--- src/rtl/pit_pkg.sv ---
package pit_pkg;
  localparam int DW = 32;
  localparam int AW = 10;
  typedef logic [DW-1:0] word_t;

  localparam logic [AW-1:0] OFF_IEN = 10'h000;
  localparam logic [AW-1:0] OFF_IST = 10'h004;
  localparam logic [AW-1:0] OFF_SCA = 10'h100;
  localparam logic [AW-1:0] OFF_SCB = 10'h104;

  localparam int CTL_EN      = 0;
  localparam int CTL_RLD     = 1;
  localparam int CTL_ONESHOT = 7;
  localparam word_t CTL_RST  = 32'h0000_0010;

  typedef enum logic [1:0] {F_NONE, F_CTL, F_IVL, F_CNT} fld_e;

  function automatic fld_e field_of(logic [3:0] lo);
    case (lo)
      4'h0:    return F_CTL;
      4'h4:    return F_IVL;
      4'h8:    return F_CNT;
      default: return F_NONE;
    endcase
  endfunction

  function automatic logic at_expiry(word_t c);
    return c <= word_t'(1);
  endfunction
endpackage

--- src/rtl/pit_regdec.sv ---
module pit_regdec
  import pit_pkg::*;
#(
  parameter int NCH = 6
) (
  input  logic [AW-1:0]  addr,
  output logic           hit_ien,
  output logic           hit_ist,
  output logic           hit_sca,
  output logic           hit_scb,
  output logic [NCH-1:0] ch_hit,
  output fld_e           fld
);
  logic [3:0] slot;
  logic       page0;

  assign slot    = addr[7:4];
  assign page0   = (addr[AW-1:8] == '0);
  assign fld     = field_of(addr[3:0]);
  assign hit_ien = (addr == OFF_IEN);
  assign hit_ist = (addr == OFF_IST);
  assign hit_sca = (addr == OFF_SCA);
  assign hit_scb = (addr == OFF_SCB);

  for (genvar g = 0; g < NCH; g++) begin : g_slot
    assign ch_hit[g] = page0 && (slot == 4'(g + 1)) && (fld != F_NONE);
  end
endmodule

--- src/rtl/pit_channel.sv ---
module pit_channel
  import pit_pkg::*;
(
  input  logic  clk,
  input  logic  rst_n,
  input  logic  tick_en,
  input  logic  wr_ctl,
  input  logic  wr_ivl,
  input  logic  wr_cnt,
  input  word_t wdata,
  output word_t ctl,
  output word_t ivl,
  output word_t cnt,
  output logic  expire
);
  logic step;

  assign step   = tick_en && ctl[CTL_EN] && !wr_ctl && !wr_cnt;
  assign expire = step && at_expiry(cnt);

  always_ff @(posedge clk or negedge rst_n) begin
    if (!rst_n) begin
      ctl <= CTL_RST;
      ivl <= '0;
      cnt <= '0;
    end else begin
      if (wr_ivl) ivl <= wdata;
      if (wr_ctl) begin
        ctl <= wdata & ~(word_t'(1) << CTL_RLD);
        if (wdata[CTL_RLD]) cnt <= ivl;
      end else if (wr_cnt) begin
        cnt <= wdata;
      end else if (expire) begin
        if (ctl[CTL_ONESHOT]) begin
          cnt         <= '0;
          ctl[CTL_EN] <= 1'b0;
        end else begin
          cnt <= ivl;
        end
      end else if (step) begin
        cnt <= cnt - word_t'(1);
      end
    end
  end
endmodule

--- src/rtl/pit_bank.sv ---
module pit_bank
  import pit_pkg::*;
#(
  parameter int NCH = 6
) (
  input  logic           clk,
  input  logic           rst_n,
  input  logic           tick_en,
  input  logic           wr_en,
  input  logic           rd_en,
  input  logic [9:0]     addr,
  input  logic [31:0]    wdata,
  output logic [31:0]    rdata,
  output logic [NCH-1:0] irq
);
  logic           hit_ien, hit_ist, hit_sca, hit_scb;
  logic [NCH-1:0] ch_hit;
  fld_e           fld;

  logic [NCH-1:0] ien_q, ist_q;
  word_t          sca_q, scb_q;
  logic [NCH-1:0][DW-1:0] ctl_q, ivl_q, cnt_q;

  // named internal events for the checker
  logic [NCH-1:0] ch_expire;
  logic [NCH-1:0] ch_run;
  logic [NCH-1:0] ch_oneshot;
  logic [NCH-1:0] clr_mask;

  pit_regdec #(.NCH(NCH)) u_dec (
    .addr    (addr),
    .hit_ien (hit_ien),
    .hit_ist (hit_ist),
    .hit_sca (hit_sca),
    .hit_scb (hit_scb),
    .ch_hit  (ch_hit),
    .fld     (fld)
  );

  for (genvar g = 0; g < NCH; g++) begin : g_ch
    pit_channel u_ch (
      .clk     (clk),
      .rst_n   (rst_n),
      .tick_en (tick_en),
      .wr_ctl  (wr_en && ch_hit[g] && (fld == F_CTL)),
      .wr_ivl  (wr_en && ch_hit[g] && (fld == F_IVL)),
      .wr_cnt  (wr_en && ch_hit[g] && (fld == F_CNT)),
      .wdata   (wdata),
      .ctl     (ctl_q[g]),
      .ivl     (ivl_q[g]),
      .cnt     (cnt_q[g]),
      .expire  (ch_expire[g])
    );
    assign ch_run[g]     = ctl_q[g][CTL_EN];
    assign ch_oneshot[g] = ctl_q[g][CTL_ONESHOT];
  end

  assign clr_mask = (wr_en && hit_ist) ? wdata[NCH-1:0] : '0;

  always_ff @(posedge clk or negedge rst_n) begin
    if (!rst_n) begin
      ien_q <= '0;
      ist_q <= '0;
      sca_q <= '0;
      scb_q <= '0;
    end else begin
      ist_q <= (ist_q & ~clr_mask) | ch_expire;
      if (wr_en && hit_ien) ien_q <= wdata[NCH-1:0];
      if (wr_en && hit_sca) sca_q <= wdata;
      if (wr_en && hit_scb) scb_q <= wdata;
    end
  end

  assign irq = ist_q & ien_q;

  always_comb begin
    rdata = '0;
    if (rd_en) begin
      if (hit_ien) rdata = DW'(ien_q);
      if (hit_ist) rdata = DW'(ist_q);
      if (hit_sca) rdata = sca_q;
      if (hit_scb) rdata = scb_q;
      for (int i = 0; i < NCH; i++) begin
        if (ch_hit[i]) begin
          case (fld)
            F_CTL:   rdata = ctl_q[i];
            F_IVL:   rdata = ivl_q[i];
            F_CNT:   rdata = cnt_q[i];
            default: rdata = '0;
          endcase
        end
      end
    end
  end
endmodule

--- config.mk ---
export PLATFORM = sky130hd
export DESIGN_NAME = pit_bank
export DESIGN_NICKNAME = d
export VERILOG_FILES = /design/src/rtl/pit_pkg.sv /design/src/rtl/pit_regdec.sv /design/src/rtl/pit_channel.sv /design/src/rtl/pit_bank.sv
export SDC_FILE = /design/constraint.sdc
export NUM_CORES = 2
export LEC_CHECK = 0
export BUFFER_PORTS_ARGS = -buffer_cell sky130_fd_sc_hd__buf_2
export CORE_MARGIN = 5
export CORE_UTILIZATION = 40
export CTS_CLUSTER_DIAMETER = 100
export DETAILED_ROUTE_END_ITERATION = 7
export PLACE_DENSITY = 0.54
export SETUP_SLACK_MARGIN = 0.15
export SYNTH_ARGS = -nofsm -noshare
export SYNTH_HDL_FRONTEND = slang
export SYNTH_HIERARCHICAL = 1
export SYNTH_SLANG_ARGS = --single-unit
--- constraint.sdc ---
create_clock -name clk -period 9.5 [get_ports clk]
set_input_delay 1.9 -clock clk [delete_from_list [all_inputs] [get_ports clk]]
set_output_delay 1.9 -clock clk [all_outputs]
set_load 0.05 [all_outputs]
Yosys cells after proc, flatten, opt, wreduce, memory -nomap -nowiden
Index checks and enable logic that the tools add are counted.
{"block": "totals", "in_bits": 47, "wordCells": 259, "reg_bits": 646}
{"block": "op_classes", "n_eq_ne": 26, "n_addsub": 6, "n_lt_le_gt_ge": 6, "muxes": 79, "bitwise_logic": 4, "reduce_logical": 110}
{"cell": "2-to-1 mux 32 bit", "n": 46}
{"cell": "case mux 32 bit (3 select lines)", "n": 6}
{"cell": "less-or-equal comparator 32 x 1 -> 1 bit, second input constant", "n": 6}
{"cell": "subtractor 32 x 1 -> 32 bit, second input constant", "n": 6}
{"cell": "logical AND 1 bit", "n": 64}
{"cell": "nonzero test 2 bit", "n": 13}
{"cell": "2-to-1 mux 1 bit", "n": 24}
{"cell": "nonzero test 4 bit", "n": 6}
{"cell": "== test 10 x 9 -> 1 bit, second input constant", "n": 2}
{"cell": "AND reduction 3 bit", "n": 6}
{"cell": "== test 4 x 3 -> 1 bit, second input constant", "n": 4}
{"cell": "bitwise AND 6 bit", "n": 2}
{"cell": "zero test 1 bit", "n": 12}
{"cell": "2-to-1 mux 6 bit", "n": 2}
{"cell": "inequality test 2 x 1 -> 1 bit, second input constant", "n": 6}
{"cell": "inequality test 2 bit, second input constant", "n": 6}
{"cell": "AND reduction 2 bit", "n": 6}
{"cell": "== test 10 x 3 -> 1 bit, second input constant", "n": 1}
{"cell": "zero test 10 bit", "n": 1}
{"cell": "== test 4 x 2 -> 1 bit, second input constant", "n": 2}
{"cell": "inverter 6 bit", "n": 1}
{"cell": "OR 6 bit", "n": 1}
{"cell": "case mux 2 bit (3 select lines)", "n": 1}
{"cell": "== test 2 bit, second input constant", "n": 2}
{"cell": "other kinds (5)", "n": 5}

Longest topological paths before layout
{"block": "depth", "word_depth": 13, "depth_mapped": 18, "ltp_nobuf": 11}

Modules after synthesis
The synthesis kept the hierarchy.
{"mod": "pit_channel at g_ch[0].u_ch ...", "n_inst": 5, "seq_area_each_um2": 2378.5, "cells_each": 485, "area_per_inst_um2": 5134.9}
{"mod": "pit_bank", "n_inst": 1, "seq_area_each_um2": 1901.8, "cells_each": 971, "area_per_inst_um2": 8901.0}
{"mod": "pit_channel at g_ch[5].u_ch", "n_inst": 1, "seq_area_each_um2": 2378.5, "cells_each": 487, "area_per_inst_um2": 5026.1}
{"mod": "pit_regdec", "n_inst": 1, "seq_area_each_um2": 0.0, "cells_each": 22, "area_per_inst_um2": 147.6}

Worst setup path after synthesis
OpenSTA, ideal clock, no wires.
{"block": "synth_timing", "path_kind": "input to output", "start": "input port addr[1]", "end": "output port rdata[16]", "t_arrival_ns": 5.023, "required_ns": 7.600, "stages": 9, "n_path_buf": 2, "path_slack_ns": 2.577, "cell_sequence": "or4_4 -> nor4_1 -> nor2b_1 -> buf_2 -> buf_2 -> a221oi_1 -> nor3_1 -> o31ai_1 -> a311oi_1"}
{"block": "synth_between", "elab_cells_between_ends": 31}
{"element": "from (decl)", "line_no": "pit_bank.sv:11", "text": "input logic [9:0] addr,"}
{"element": "== test 10 x 9 -> 1 bit", "line_no": "pit_regdec.sv:22", "text": "assign hit_sca = (addr == OFF_SCA);"}
{"element": "named net hit_sca", "line_no": "pit_bank.sv:16", "text": "logic hit_ien, hit_ist, hit_sca, hit_scb;"}
{"element": "2-to-1 mux 32 bit", "line_no": "pit_bank.sv:81", "text": "if (hit_sca) rdata = sca_q;"}
{"element": "2-to-1 mux 32 bit", "line_no": "pit_bank.sv:82", "text": "if (hit_scb) rdata = scb_q;"}
{"element": "2-to-1 mux 32 bit (6 in series)", "line_no": "pit_bank.sv:84", "text": "if (ch_hit[i]) begin"}
{"element": "2-to-1 mux 32 bit", "line_no": "pit_bank.sv:78", "text": "if (rd_en) begin"}
{"element": "to (decl)", "line_no": "pit_bank.sv:13", "text": "output logic [31:0] rdata,"}
The timed path passes the listed nets, and every way through them passes these cells.

Worst setup path in the final report
{"block": "layout_timing", "start": "input port addr[2]", "end": "output port rdata[29]"}
{"block": "layout_between", "elab_chain_len": 11, "elab_cells_between_ends": 31}
{"element": "== test 4 bit, or another cell as far along", "line_no": "pit_pkg.sv:19", "text": "case (lo)"}
{"element": "case mux 2 bit (3 select lines) *", "line_no": "pit_pkg.sv:19"}
{"element": "named net fld[1]", "line_no": "pit_bank.sv:18", "text": "fld_e fld;"}
{"element": "== test 2 bit, or another cell as far along", "line_no": "pit_bank.sv:85", "text": "case (fld)"}
{"element": "case mux 32 bit (3 select lines) or logical AND 1 bit (tied branches)", "line_no": "pit_bank.sv:85, pit_regdec.sv:26"}
{"element": "2-to-1 mux 32 bit (5 in series)", "line_no": "pit_bank.sv:84"}
{"element": "2-to-1 mux 32 bit *", "line_no": "pit_bank.sv:84"}
{"element": "2-to-1 mux 32 bit *", "line_no": "pit_bank.sv:78"}
Mark *: on every way through the listed nets, which the timed path passes. The rest lies on a longest branch.

==> impl_results.md <==
- Status: complete, no violations
- DRT antenna net count: 0
- # setup viols final: 0
- Ys async rst share: 100%
- Storage element area: 16,200 um^2
- Register area share after synthesis: 40.7%
- Cell taking the most area after synthesis: dfrtp_1
- Worst R2R Path Depth: 7
- CTS Buf Count: 78
- Final Skew: approximately 0.030 ns
- H-tree depth: 3
- Reg-to-Reg Start: g_ch[5].u_ch/cnt[24]
- Clock transition at the registers of the reported paths: 0.05 ns
- Final core occ: 44.5%
- Post-detail-place hpwl: ~110,000 um
- Setup crit end kind: output pin
- Capturing point of the worst reg2reg path: g_ch[5].u_ch/cnt[22]
- Crit Path Class: input pin to output pin
- Synth top cells by count: dfrtp_1 (640), mux2_2 (603), nor2_1 (340), a221oi_1 (244), clkbuf_1 (204)
- Initial antenna violation count: 10
- Crit path DAT: 6.14 ns
- Final Hold Viols: 0
- Setup Buffers After CTS: 0
- Vias per cell: 6.86
- Synth Flop Type: dfrtp_1
- Layout area overhead: 10.4%
- Clock buffer depth: 3
- Synth Instances: 3,905
- Syn Nets: between 3,000 and 4,000
- Sink count of the clock tree: ~650
- WL/cell: around 32 um
- Grt ovf: 0
- Fin crit period: roughly 8.0 ns
- DR iter-0 viols: about 4,400
- Final Non-Filler Cells: 5,159
- Worst vdd rail ir drop: roughly 0.11 mV
- Synth Register Bits: 646
- Initial Utilization: 40.3%
- Slowest CP cell: o31ai_1
- Share of cells above drive strength 1: 26.7%
- Post-route DRC: 0
- Die ar.: around 110,000 um^2
- First-pass GRT wire length: 243,000 um
- Drt total wl: 167,000 um
- Die Height: 325 um
- CP Cell Sequence: buf_2 > xnor2_1 > nor3_2 > buf_4 > buf_4 > mux2_2 > a221oi_1 > a211oi_1 > o31ai_1 > a311oi_1 > buf_2
- Synth warnings: 6
- Fin. max-slew vios: 0
- Tightest Pin Transition: 1.23 ns
- Dominant cells by area after synthesis: dfrtp_1 (40%), mux2_2 (17%), a221oi_1 (5.4%), nor2_1 (3.2%), clkbuf_1 (1.9%)
- Die width: 325 um
- Placeable Area: 98,600 um^2
- Final Cycle Share: between 80% and 90%
- CTS tree: built
- Leak: 19.2 nW
- Most frequent cell after synthesis: dfrtp_1
- PostCTS Resize Cnt: 0
- # rows: 115
- Gp weighted congestion: 0.956
- Pwr dens: about 160 nW/um^2
- WHS: 0.502 ns
- Max-Cap Viols: 0
- Place WS: about 1.7 ns
- Hold path start: g_ch[0].u_ch/ctl[12]
- Avg Cell Area, Syn: 10.2 um^2
- Total negative setup slack: 0 ns
- Vias in the first global route: 33,600
- Slowest stage delay, CP: 0.93 ns
- Slew headroom: 17.4%
- Hold Path Depth: 1
- Largest net degree at the start of global routing: 131
- Clock Tree Root: clkbuf_16
- Clk_lat worst skew: between 0.6 and 0.7 ns
- Fmax: 124 MHz
- Io pins: 85
- Global Route Usage Sum: between 30% and 40%
- Hold endpoint: g_ch[0].u_ch/ctl[12]
- Setup ws final: 1.46 ns
- Input/output buffers: 84
- Crit Path Max Fanout: 48
- FILL cells: 9,377
- EDFF count, synth: 0
- Netlist Area Pre-Place: 39,700 um^2
- Detailed Routing Iterations Pass 1: 6
- RSZ-0062 raised after global routing: no
- Share of the synthesized area in the top cell type: about 40%
- Nets: between 3,000 and 4,000
- R2R Setup Slk: 5.70 ns
- Placed insts: 5,014
- Multi-input logic area: 22,000 um^2
- Via count: 35,400
- Cts hold-fix bufs: 0
- Worst hold path class: register to register
- Critical Path RT: around 7.6 ns
- CP startpoint kind: input pin
- Number of distinct library cells after synthesis: 77
-- worst max-delay path, delay by kind of cell --
family,cells,cell delay [ns]
compound gates,4,1.50
xor+xnor,1,0.14
buf+inv,4,1.72
mux,1,0.41
simple gates,1,0.35
-- per-stage QoR --
stage	instance area [um^2]	power, mW
after global placement	41100	3.90
after CTS	43900	7.16
after global routing	43900	7.35
after detailed placement	41100	3.91
final	43900	7.13
after floorplan	39700	3.56
-- layout make-up --
| class | count | area share [%] |
|---|---|---|
| repair buffers | 160 | 2.51 |
| multi-input cells | 2873 | 50.3 |
| diodes | 4 | 0.0228 |
| well taps | 1287 | 3.67 |
| clock buffers | 117 | 5.41 |
| clock inverters | 24 | 0.856 |
| inverters | 48 | 0.411 |
| flip-flops and latches | 646 | 36.9 |
-- worst max-delay path by stage --
stage,from,endpoint,slack (ns),cells past startpoint
2_1_floorplan,addr[1],rdata[16],2.58,9
3_3_place_gp,addr[2],rdata[3],1.76,11
3_5_place_dp,addr[2],rdata[3],1.67,11
4_1_cts,addr[2],rdata[3],1.68,11
5_1_grt,addr[2],rdata[29],1.40,11
6_report,addr[2],rdata[29],1.46,11
-- flip-flops by register name, indices dropped and copies added (netlist names) --
register	cells
g_ch.u_ch/cnt	192
g_ch.u_ch/ivl	192
g_ch.u_ch/ctl	186
sca_q	32
scb_q	32
ien_q	6
ist_q	6
-- metal layers --
metal  vias to the layer above  track usage, %  wire length [um]  part of all wire (%)
met1                     18000            42.2             69400                    42
met5                         -               0                 0                     0
li1                      15000               -                 -                     -
met2                      2000            44.9             72400                    43
met3                       376            7.78             16800                    10
met4                         0            13.0              8570                   5.1
-- cells by family (layout without fill, tap and decap cells) --
family,count (synthesis),in the layout,share of synthesized area (%)
flops,646,646,40.7
buf+inv,386,349,4.36
fa+ha+maj,12,12,0.378
compound gates,1132,1132,21.1
mux,628,628,17.7
other cells,6,10,0.0567
simple gates,1004,1004,13.7
xor+xnor,91,91,2.01
-- placed cells by master, fill, tap and decap left out, types with 23 or more instances in the layout --
master / instances
nand3_1: 73
o31ai_1: 36
a21oi_1: 136
a31oi_1: 81
a22oi_1: 68
mux2i_1: 23
nor4_1: 62
mux2_2: 603
o211ai_1: 36
o22ai_1: 100
a22o_1: 61
a211o_1: 23
o21ai_0: 90
a211oi_1: 42
or3_1: 40
a221o_1: 31
a221oi_1: 244
dfrtp_1: 640
clkbuf_16: 82
a311oi_1: 24
xor2_1: 48
buf_2: 83
or4_1: 31
nor3_1: 85
nor2_1: 328
nand2_1: 186
xnor2_1: 43
a21o_1: 32
inv_1: 33
buf_4: 68
-- report_power, final --
part           internal (mW)  leakage [nW]  switching [mW]  total [mW]
Sequential              2.82          8.78           0.130        2.95
Combinational          0.299          9.07           0.633       0.932
Clock                   1.97          1.35            1.28        3.25
Total                   5.09          19.2            2.05        7.13
No activity file was read; power rests on OpenSTA's default activity.
